## config.mk

```make
export PLATFORM = sky130hd
export DESIGN_NAME = sdram_wr_burst
export DESIGN_NICKNAME = d
export VERILOG_FILES = /design/src/rtl/sdram_wr_burst.sv
export SDC_FILE = /design/constraint.sdc
export NUM_CORES = 1
export LEC_CHECK = 0
export ABC_AREA = 1
export CAP_MARGIN = 0
export CORE_MARGIN = 2
export CORE_UTILIZATION = 45
export DETAILED_ROUTE_END_ITERATION = 7
export MAX_ROUTING_LAYER = met4
export PLACE_DENSITY = 0.73
export SKIP_CTS_REPAIR_TIMING = 1
export SLEW_MARGIN = 0
export SYNTH_ARGS = -nofsm -noshare
export SYNTH_HDL_FRONTEND = slang
export SYNTH_SLANG_ARGS = --single-unit
```

## constraint.sdc

```tcl
create_clock -name clk -period 2.5 [get_ports clk]
set_input_delay 0.375 -clock clk [delete_from_list [all_inputs] [get_ports clk]]
set_output_delay 0.375 -clock clk [all_outputs]
set_load 0.02 [all_outputs]
```

## src/rtl/sdram_wr_burst.sv

```systemverilog
module sdram_wr_burst #(
  parameter int COL_W  = 4,
  parameter int DATA_W = 8
) (
  input  logic              clk,
  input  logic              rst,
  input  logic              cs_n,
  input  logic              ras_n,
  input  logic              cas_n,
  input  logic              we_n,
  input  logic [COL_W-1:0]  addr,
  input  logic [DATA_W-1:0] dq,
  input  logic [1:0]        bl_sel,
  input  logic [COL_W-1:0]  rd_col,
  output logic [DATA_W-1:0] rd_data,
  output logic              wr_busy,
  output logic [COL_W-1:0]  cur_col
);
  localparam int DEPTH = 1 << COL_W;

  function automatic logic [COL_W-1:0] len_mask(input logic [1:0] s);
    logic [COL_W-1:0] m;
    m = '0;
    for (int i = 0; i < 3; i++)
      if (i < int'(s)) m[i] = 1'b1;
    return m;
  endfunction

  function automatic logic [COL_W-1:0] step_col(input logic [COL_W-1:0] c,
                                                input logic [COL_W-1:0] m);
    return (c & ~m) | ((c + 1'b1) & m);
  endfunction

  logic [DATA_W-1:0] mem [DEPTH];
  logic              active;
  logic [2:0]        left;
  logic [COL_W-1:0]  col_q, msk_q;

  wire              is_wr   = !cs_n && ras_n && !cas_n && !we_n;
  wire [COL_W-1:0]  cmd_msk = len_mask(bl_sel);
  wire              capture = !rst && (is_wr || active);

  assign wr_busy = capture;
  assign cur_col = is_wr ? addr : col_q;
  assign rd_data = mem[rd_col];

  always_ff @(posedge clk)
    if (capture) mem[cur_col] <= dq;

  always_ff @(posedge clk) begin
    if (rst) begin
      active <= 1'b0;
      left   <= '0;
      col_q  <= '0;
      msk_q  <= '0;
    end else if (is_wr) begin
      msk_q  <= cmd_msk;
      col_q  <= step_col(addr, cmd_msk);
      active <= (bl_sel != 2'd0);
      left   <= (bl_sel == 2'd0) ? 3'd0 : cmd_msk[2:0] - 3'd1;
    end else if (active) begin
      col_q <= step_col(col_q, msk_q);
      if (left == 3'd0) active <= 1'b0;
      else              left   <= left - 3'd1;
    end
  end

  AST_SINGLE_WORD: assert property (@(posedge clk) disable iff (rst)
    (is_wr && bl_sel == 2'd0) |=> (is_wr || !wr_busy));
  AST_FIRST_STEP: assert property (@(posedge clk) disable iff (rst)
    (is_wr && bl_sel != 2'd0) |=>
      (is_wr || (wr_busy && cur_col == step_col($past(addr), $past(cmd_msk)))));
  AST_STAY_IN_BLOCK: assert property (@(posedge clk) disable iff (rst)
    (active && !is_wr) |=>
      (is_wr || !wr_busy || cur_col[COL_W-1:3] == $past(cur_col[COL_W-1:3])));
  AST_NOP_KEEPS_BURST: assert property (@(posedge clk) disable iff (rst)
    (wr_busy && !is_wr && left != 3'd0) |=> wr_busy);
  AST_RESET_STOPS: assert property (@(posedge clk)
    rst |=> (is_wr || !wr_busy));
endmodule

```

Word-level counts from Yosys, hierarchy flattened
Memories as Yosys holds them, arrays and structs flattened.
Cells that the tools add are included.
Operators by class
  add/sub/neg operators: 4
  order comparisons: 3
  eq/ne operators: 1
  multiplexer cells: 15
  bitwise gates (word level): 8
  reductions and logical operators: 14
Operators by type and width (count)
  $mux W3: 4
  $mux W4: 3
  $add A4 B1 Y4 const B: 2
  $and A4 B3 Y4: 2
  $and A4 B4 Y4: 2
  $mux W1: 8
  $not A3 Y4: 2
  $or A4 B4 Y4: 2
  $sub A3 B1 Y3 const B: 2
  $logic_and A1 B1 Y1: 4
  $logic_not A1 Y1: 4
  $lt A1 B2 Y1 const A: 2
  $reduce_bool A2 Y1: 2
  $logic_not A3 Y1: 1
  $logic_not A2 Y1: 1
  $lt A2 B2 Y1 const A: 1
  $ne A2 B2 Y1 const B: 1
  $reduce_and A2 Y1: 1
  $logic_or A1 B1 Y1: 1
Word-level totals
  register bits: 11
  memory bits (writable): 128
  output and inout port bits: 13
  memories: 1
Memories
  mem: words 16, bits a word 8, read ports 1, clocked after Yosys merged registers in 0, write ports 1, line 34  | logic [DATA_W-1:0] mem [DEPTH];

Depth between registers and ports, before layout
Gate-level depths: netlist (run 1).
  depth after elaboration: 8
  depth in mapped cells: 9

Least setup slack after synthesis (run 1)
No wires, ideal clock.
  kind: input-to-reg
  start: in ras_n
  end: mem mem[11][0], enable pin
  library setup time: 0.370 ns
  arrival: 1.536 ns
  required time: 2.130 ns
  slack: 0.594 ns
  stages: 6
  path buffers: 0
  cells stage by stage: inv_1 nor2_4 nand2_4 o21ai_2 nand2_1 nor2_1
On the way
  elaborated cells on any way between the ends: 8
  classes of those cells: mux: 3; reduce/logical: 5
RTL lines
  start, declared: line 8  | input logic ras_n,
  $logic_and A1 B1 Y1 (3 in series): line 39  | wire is_wr = !cs_n && ras_n && !cas_n && !we_n;
  $mux W4: line 44  | assign cur_col = is_wr ? addr : col_q;
  via cur_col[1]: line 17  | output logic [COL_W-1:0] cur_col
  end, declared: line 34
The timed path passes the listed nets, and every way through them passes these cells.

Worst setup path after layout (run 1)
  start: in ras_n
  end: out wr_busy
On the way
  cells in the longest elaborated chain, start to end: 5
RTL lines
  $logic_and A1 B1 Y1 (3 in series): line 39
  $logic_or A1 B1 Y1: line 41  | wire capture = !rst && (is_wr || active);
  $logic_and A1 B1 Y1: line 41
  end, declared: line 16  | output logic wr_busy,
Every way passes these cells.

==> results.md, run 1 <==
- Number of sinks on the clock net: 139
- Sequential share of the synthesized area: 0.6430
- Core region area: 13,770 um2
- Kind of critical path: input port to output port
- Arrival time of the worst setup path: 2.00 ns
- Starting density of the core: 0.4588
- Number of slew-limit violations in the final report: 0
- Number of setup violations in the final report: 0
- Proportion of synthesized area in mux cells: 0
- Compound-gate portion of the synthesized area: 0.02000
- Top Usage Layer GRT: met2
- Final instance area: 7654 um2
- Maximum number of pins on one net before global-route repair: 43
- Later-pin clock latency in the skew report: 0.42 ns
- Share of post-route cells with drive strength above 1: 0.09004
- Register bit total from synthesis: 139
- TritonCTS clock tree: done
- Std cell rows: 43
- Chip Height: 122.5 um
- Reg-to-reg setup timing slack: 0.84 ns
- DP Wirelength: 9199 um
- Total length of routed wires: 14,200 um
- Global-route wire length before repair: 22,390 um
- Number of diodes: 0
- DRC errors left: 0
- Vias in the first global route: 4,526
- Cell area power density: 701.7 nW/um2
- Grt total ovfl: 0
- Final cycle utilization of the critical path: 0.9504
- Met1 Usage GRT: 0.2555
- Weighted congestion at the end of routability-driven global placement: 0.9040
- Worst Hold Class: flop to flop
- WHS Path Cells: 1
- Die span in x: 122.5 um
- Pre-CTS WS: -0.06850 ns
- Met2 track demand over resource in global routing: 0.3194
- Maxcap violations: 0
- Least setup slack across all paths after layout: 0.1239 ns
- Iter 0 DRT Violations: 460
- Least-Margin Pin Slew: 0.8500 ns
- Leakage power total: 3.454 nW
- Combinational family with the most area after synthesis: simple AND/OR/NAND/NOR gates
- Syn-to-layout area delta: 21.10%
- Shortest period the worst path allows: 2.376 ns
- Via-to-Cell Ratio: 5.056
- Worst hold endpoint: left[0]$_SDFFE_PP0P_
- Worst IR Drop VDD: 0.0004845 V
- Basic-gate share of the synthesized area counting and, or, nand and nor cells: 0.2364
- Count of nets after finishing: 748
- Run status: complete, no violations
- Longest Clk Path Bufs: 2
- RSZ-0062 raised after global routing: false
- Count of port buffers added during placement: 36
- Antenna violations before repair: 0
- Worst endpoint required time: 2.12 ns
- Via count: 4,616
- Number of distinct library cells after synthesis: 22
- Hold path startpoint: left[0]$_SDFFE_PP0P_
- CP endpoint kind: output port
- Setup skew after layout: 0.005287 ns
- Worst Path Max Fanout: 16
- Maximum clock frequency: 0.4209 GHz
- Per-cell routed wire length: 15.55 um
- Antenna-violating nets left: 0
- Warnings from Yosys: 0
- Startpoint of the worst-slack reg-to-reg timing path: active$_SDFF_PP0_
- XOR/XNOR share of the synthesized area: 0.001386
- H-tree levels: 4
- Gate count of the mapped netlist: 662
- Mapped Nets: 690
- Post-route core utilization: 0.5557
- Syn avg cell area: 9.547 um2
- Capture instance of the worst register-to-register path: mem[5][6]$_DFFE_PP_
- Clock-pin slew on the worst setup and hold paths: 0.06 ns
- Number of inserted filler cells in the final layout: 1,213
- Final-report hold violation count: 0
- Number of CTS-inserted buffers: 17
- Top-Level Pins: 37
- Reg2reg path depth: 6
- Hold Worst Slack: 0.4472 ns
- Startpoint type of the worst setup path: input port
- Floorplan die area: 15,010 um2
- Overall global routing resource usage: 0.2077
- Number of detailed-route iterations in the first pass: 5
- Area post-placement: 7062 um2
- Global routing met3 resource utilization: 0.04786
- Adder and majority gate portion of the synthesized area: 0.007919
- Worst slew slack as a fraction of its limit: 0.4316
- Clock root buffer: sky130_fd_sc_hd__clkbuf_16
- Netlist area before placement: 6320 um2
[per-layer routing]
metal | vias to the layer above | routed length [um]
met3 | 30 | 1105
met1 | 2154 | 6077
met4 | 0 | 386
li1 | 2239 | -
met5 | - | 0
met2 | 193 | 6628
[cell type report]
cell class                 count  area (um2)  area share
sequential                   139        4064      0.5310
multi-input combinational    376        1679      0.2194
timing repair buffer          66       668.1     0.08730
inverter                     120       450.4     0.05885
clock buffer                  21       440.4     0.05754
tap                          180       225.2     0.02943
clock inverter                11       126.4     0.01651
[critical path, cell delays in order]
cell                              delay, ns
sky130_fd_sc_hd__clkdlybuf4s50_1       0.45
sky130_fd_sc_hd__inv_1                 0.06
sky130_fd_sc_hd__nor2_4                0.15
sky130_fd_sc_hd__nand2_4               0.16
sky130_fd_sc_hd__a21oi_4               0.18
sky130_fd_sc_hd__clkdlybuf4s50_1       0.62
[registers in the layout (all words and copies together) (netlist names), named ones only]
register,flops
mem,128
col_q,2
active,1
msk_q,3
left,3
[Yosys cell counts]
master | instances | share of area
sky130_fd_sc_hd__a21oi_1 | 9 | 0.0071
sky130_fd_sc_hd__a21oi_4 | 1 | 0.0026
sky130_fd_sc_hd__buf_1 | 1 | 0.00059
sky130_fd_sc_hd__buf_2 | 14 | 0.011
sky130_fd_sc_hd__buf_6 | 1 | 0.0018
sky130_fd_sc_hd__clkbuf_1 | 11 | 0.0065
sky130_fd_sc_hd__dfxtp_1 | 11 | 0.035
sky130_fd_sc_hd__edfxtp_1 | 128 | 0.61
sky130_fd_sc_hd__ha_1 | 4 | 0.0079
sky130_fd_sc_hd__inv_1 | 118 | 0.070
sky130_fd_sc_hd__inv_2 | 2 | 0.0012
sky130_fd_sc_hd__nand2_1 | 217 | 0.13
sky130_fd_sc_hd__nand2_2 | 3 | 0.0030
sky130_fd_sc_hd__nand2_4 | 1 | 0.0018
sky130_fd_sc_hd__nand3_1 | 111 | 0.088
sky130_fd_sc_hd__nand3b_1 | 1 | 0.0012
sky130_fd_sc_hd__nor2_1 | 17 | 0.010
sky130_fd_sc_hd__nor2_4 | 2 | 0.0036
sky130_fd_sc_hd__o211a_1 | 1 | 0.0016
sky130_fd_sc_hd__o21ai_0 | 4 | 0.0032
sky130_fd_sc_hd__o21ai_2 | 4 | 0.0055
sky130_fd_sc_hd__xor2_1 | 1 | 0.0014
[per-stage QoR]
| step | std cells | setup TNS (ns) | power (mW) |
|---|---|---|---|
| floorplan | 662 | 0 | 2.805 |
| global placement | 881 | -0.2909 | 2.982 |
| detailed placement | 881 | -0.3299 | 2.990 |
| CTS | 913 | -0.3937 | 5.400 |
| global route | 913 | 0 | 5.538 |
| finish | 913 | 0 | 5.370 |
[where the power goes]
part           internal (mW)  switching [mW]
Clock                   1.54           0.884
Combinational          0.145           0.245
Sequential              2.55         0.00471
Total                   4.24            1.13
[placed cells by master, fill, tap and decap left out]
cell type / n
sky130_fd_sc_hd__nor2_1: 17
sky130_fd_sc_hd__edfxtp_1: 128
sky130_fd_sc_hd__ha_1: 4
sky130_fd_sc_hd__bufinv_16: 3
sky130_fd_sc_hd__nand2_4: 1
sky130_fd_sc_hd__a21oi_1: 9
sky130_fd_sc_hd__inv_2: 2
sky130_fd_sc_hd__inv_1: 118
sky130_fd_sc_hd__clkinv_4: 1
sky130_fd_sc_hd__nand2_2: 3
sky130_fd_sc_hd__o211a_1: 1
sky130_fd_sc_hd__nand3_1: 111
sky130_fd_sc_hd__buf_12: 5
sky130_fd_sc_hd__o21ai_2: 4
sky130_fd_sc_hd__buf_2: 1
sky130_fd_sc_hd__clkbuf_16: 17
sky130_fd_sc_hd__xor2_1: 1
sky130_fd_sc_hd__nand2_1: 217
sky130_fd_sc_hd__clkbuf_1: 4
sky130_fd_sc_hd__nor2_4: 2
sky130_fd_sc_hd__dfxtp_1: 11
sky130_fd_sc_hd__clkinv_2: 1
sky130_fd_sc_hd__nand3b_1: 1
sky130_fd_sc_hd__a21oi_4: 1
sky130_fd_sc_hd__clkdlybuf4s50_1: 25
sky130_fd_sc_hd__o21ai_0: 4
sky130_fd_sc_hd__clkinv_1: 6
sky130_fd_sc_hd__buf_4: 25
sky130_fd_sc_hd__dlymetal6s2s_1: 10
[worst max-delay path by stage]
| stage | startpoint | end | slack (ns) | cells after the start |
|---|---|---|---|---|
| 3_5_place_dp | rd_col[1] | rd_data[5] | -0.07 | 8 |
| 4_1_cts | rd_col[1] | rd_data[5] | -0.08 | 8 |
| 3_3_place_gp | rd_col[1] | rd_data[1] | -0.06 | 8 |
| 5_1_grt | ras_n | wr_busy | 0.009 | 6 |
| 2_1_floorplan | ras_n | mem[11][0]$_DFFE_PP_ | 0.59 | 6 |
| 6_report | ras_n | wr_busy | 0.12 | 6 |
[kinds of logic after synthesis]
| family | count (synthesis) |
|---|---|
| compound gates | 19 |
| xor+xnor | 1 |
| fa+ha+maj | 4 |
| flops | 139 |
| buf+inv | 147 |
| simple gates | 352 |
Power figures use the tool's default switching activity.
==> run 2, diff against run 1 <==
--- a/config.mk
+++ b/config.mk
@@ -9,6 +9,7 @@
 export CAP_MARGIN = 0
 export CORE_MARGIN = 2
 export CORE_UTILIZATION = 45
+export CTS_CLUSTER_DIAMETER = 150
 export DETAILED_ROUTE_END_ITERATION = 7
 export MAX_ROUTING_LAYER = met4
 export PLACE_DENSITY = 0.73
==> results of run 2 <==
Same layout as run 1: the final DEF is identical, and so are final timing and power.
==> run 3, diff against run 2 <==
--- a/config.mk
+++ b/config.mk
@@ -12,7 +12,7 @@
 export CTS_CLUSTER_DIAMETER = 150
 export DETAILED_ROUTE_END_ITERATION = 7
 export MAX_ROUTING_LAYER = met4
-export PLACE_DENSITY = 0.73
+export PLACE_DENSITY_LB_ADDON = 0.08
 export SKIP_CTS_REPAIR_TIMING = 1
 export SLEW_MARGIN = 0
 export SYNTH_ARGS = -nofsm -noshare
==> results.md, run 3 (synthesis results as in run 1) <==
- Later-pin clock latency in the skew report: 0.42 ns (about the same)
- Worst endpoint required time: 2.12 ns (about the same)
- Starting density of the core: 0.4588 (unchanged)
- Reg-to-reg setup timing slack: 0.85 ns (about the same)
- Maximum clock frequency: 0.4158 GHz (-1.2%)
- Maximum number of pins on one net before global-route repair: 49 (+14%)
- H-tree levels: 4 (unchanged)
- Cell area power density: 744.0 nW/um2 (+6.0%)
- Max FFs per register: 128 (unchanged)
- Kind of critical path: input port to output port
- Number of sinks on the clock net: 139 (unchanged)
- Via-to-Cell Ratio: 4.972 (-1.7%)
- Floorplan die area: 15,010 um2 (unchanged)
- Number of slew-limit violations in the final report: 0 (unchanged)
- Clock-pin slew on the worst setup and hold paths: 0.06 ns (about the same)
- Total length of routed wires: 15,450 um (+8.8%)
- Met3 routed WL: 806 um (-27%)
- Reg2reg path depth: 6 (unchanged)
- Detailed-routed wire length on met2: 7571 um (+14%)
- Capture instance of the worst register-to-register path: mem[11][6]$_DFFE_PP_
- Number of inserted filler cells in the final layout: 1,259 (+3.8%)
- Leading registers by flop count: mem (128), left (3), msk_q (3)
- Final instance area: 7863 um2 (+2.7%)
- Number of CTS-inserted buffers: 17 (unchanged)
- Final-report hold violation count: 0 (unchanged)
- Number of diodes: 0 (unchanged)
- Power, Total: 5.850 mW (+8.9%)
- TritonCTS clock tree: done
- Least-Margin Pin Slew: 0.7659 ns (-0.08412 ns)
- Area post-placement: 7159 um2 (+1.4%)
- Most frequent standard cell in the layout excluding fill and tap cells: sky130_fd_sc_hd__nand2_1
- Via count: 4,579 (-0.80%)
- Overall global routing resource usage: 0.2318 (+0.02416)
- Top-Level Pins: 37 (unchanged)
- Chip Height: 122.5 um (unchanged)
- Setup skew after layout: 0.007737 ns (+0.002450 ns)
- Pre-CTS WS: -0.1152 ns (-0.04673 ns)
- Iter 0 DRT Violations: 359 (-22%)
- Core region area: 13,770 um2 (unchanged)
- Highest signal layer in the routed design: met4
- Hold path startpoint: left[0]$_SDFFE_PP0P_
- Die span in x: 122.5 um (unchanged)
- Multi-input combinational cell area: 1679 um2 (unchanged)
- Final cycle utilization of the critical path: 0.9620 (+0.01162)
- Worst Hold Class: flop to flop
- RSZ-0062 raised after global routing: false
- Count of port buffers added during placement: 36 (unchanged)
- Worst slew slack as a fraction of its limit: 0.4878 (+0.05626)
- CP endpoint kind: output port
- Sequential cell area: 4064 um2 (unchanged)
- Maxcap violations: 0 (unchanged)
- Std cell rows: 43 (unchanged)
- Shortest period the worst path allows: 2.405 ns (+0.02905 ns)
- Share of post-route cells with drive strength above 1: 0.1134 (+0.02332)
- Antenna-violating nets left: 0 (unchanged)
- Per-cell routed wire length: 16.78 um (+7.9%)
- WHS Path Cells: 1 (unchanged)
- Top library cells by usage in the layout, fill and taps aside: 217 x sky130_fd_sc_hd__nand2_1, 128 x sky130_fd_sc_hd__edfxtp_1, 118 x sky130_fd_sc_hd__inv_1, 111 x sky130_fd_sc_hd__nand3_1, 30 x sky130_fd_sc_hd__buf_4
- Number of setup violations in the final report: 0 (unchanged)
- Leakage power total: 3.527 nW (+2.1%)
- Worst Path Max Fanout: 13 (-3)
- Number of detailed-route iterations in the first pass: 5 (unchanged)
- Longest Clk Path Bufs: 2 (unchanged)
- Grt total ovfl: 0 (unchanged)
- Antenna violations before repair: 0 (unchanged)
- Global-route wire length before repair: 24,150 um (+7.9%)
- Weighted congestion at the end of routability-driven global placement: 0.8927 (-1.2%)
- Startpoint type of the worst setup path: input port
- Sum of routed wire segments on met1: 6620 um (+8.9%)
- Least setup slack across all paths after layout: 0.09489 ns (-0.02905 ns)
- Count of nets after finishing: 756 (+1.1%)
- DP Wirelength: 10,440 um (+13%)
- DRC errors left: 0 (unchanged)
- Worst hold endpoint: left[0]$_SDFFE_PP0P_
- Vias in the first global route: 4,441 (-1.9%)
- Syn-to-layout area delta: 24.41%
- Register with the most flip-flops: mem
- Clock root buffer: sky130_fd_sc_hd__clkbuf_16
- Arrival time of the worst setup path: 2.03 ns (+0.03 ns)
- Startpoint of the worst-slack reg-to-reg timing path: active$_SDFF_PP0_
- Worst IR Drop VDD: 0.0004694 V (-3.1%)
- Hold Worst Slack: 0.4261 ns (-0.02115 ns)
- Run status: complete, no violations
==> run 3: cell count changes in the layout (fill, tap and decap cells not counted) <==
| cell | previous run | this run |
|---|---|---|
| sky130_fd_sc_hd__clkinv_2 | 1 | 0 |
| sky130_fd_sc_hd__buf_4 | 25 | 30 |
| sky130_fd_sc_hd__inv_6 | 0 | 5 |
| sky130_fd_sc_hd__dlymetal6s2s_1 | 10 | 8 |
| sky130_fd_sc_hd__buf_12 | 5 | 8 |
| sky130_fd_sc_hd__bufinv_16 | 3 | 6 |
| sky130_fd_sc_hd__clkdlybuf4s50_1 | 25 | 27 |
| sky130_fd_sc_hd__clkinv_4 | 1 | 3 |
| sky130_fd_sc_hd__clkinvlp_4 | 0 | 1 |
| sky130_fd_sc_hd__clkbuf_1 | 4 | 0 |
| sky130_fd_sc_hd__clkinv_1 | 6 | 0 |
==> run 3: worst max-delay path, cell delays in order <==
cell	delay, ns
sky130_fd_sc_hd__clkdlybuf4s50_1	0.45
sky130_fd_sc_hd__inv_1	0.06
sky130_fd_sc_hd__nor2_4	0.17
sky130_fd_sc_hd__nand2_4	0.16
sky130_fd_sc_hd__o21ai_2	0.19
sky130_fd_sc_hd__clkdlybuf4s50_1	0.63
==> run 3: final cells by class <==
| type | instances | area share |
|---|---|---|
| Inverter | 120 | 0.05729 |
| Clock buffer | 17 | 0.05411 |
| Tap cell | 180 | 0.02864 |
| Clock inverter | 15 | 0.03278 |
| Multi-Input combinational cell | 376 | 0.2136 |
| Sequential cell | 139 | 0.5169 |
| Timing Repair Buffer | 74 | 0.09675 |
==> run 3: how the worst max path moves through the flow <==
| stage | end | from | slack (ns) |
|---|---|---|---|
| final | cur_col[1] | ras_n | 0.09 |
| after global routing | cur_col[0] | ras_n | 0.03 |
| after CTS | rd_data[1] | rd_col[1] | -0.11 |
| after detailed placement | rd_data[1] | rd_col[1] | -0.12 |
| after global placement | rd_data[7] | rd_col[1] | -0.11 |
| after floorplan | mem[11][0]$_DFFE_PP_ | ras_n | 0.59 |
==> run 3: routing by layer <==
layer,vias up,track usage
met1,2168,0.2900
li1,2257,-
met5,-,-
met3,28,0.05158
met4,0,0.09124
met2,126,0.3688
==> run 3: power by group <==
group / internal (mW) / leakage, nW / switching, mW
sequential: 2.55 / 1.24 / 0.00456
clock: 1.89 / 0.329 / 0.993
combinational: 0.160 / 1.96 / 0.257
total: 4.59 / 3.53 / 1.26
==> run 3: per-stage QoR <==
stage / instances / TNS, ns / util
after floorplan: 662 / 0 / -
after global placement: 889 / -0.6072 / 0.5198
after detailed placement: 889 / -0.6541 / 0.5198
after CTS: 921 / -0.6638 / 0.5694
after global routing: 921 / 0 / 0.5709
final: 921 / 0 / 0.5709
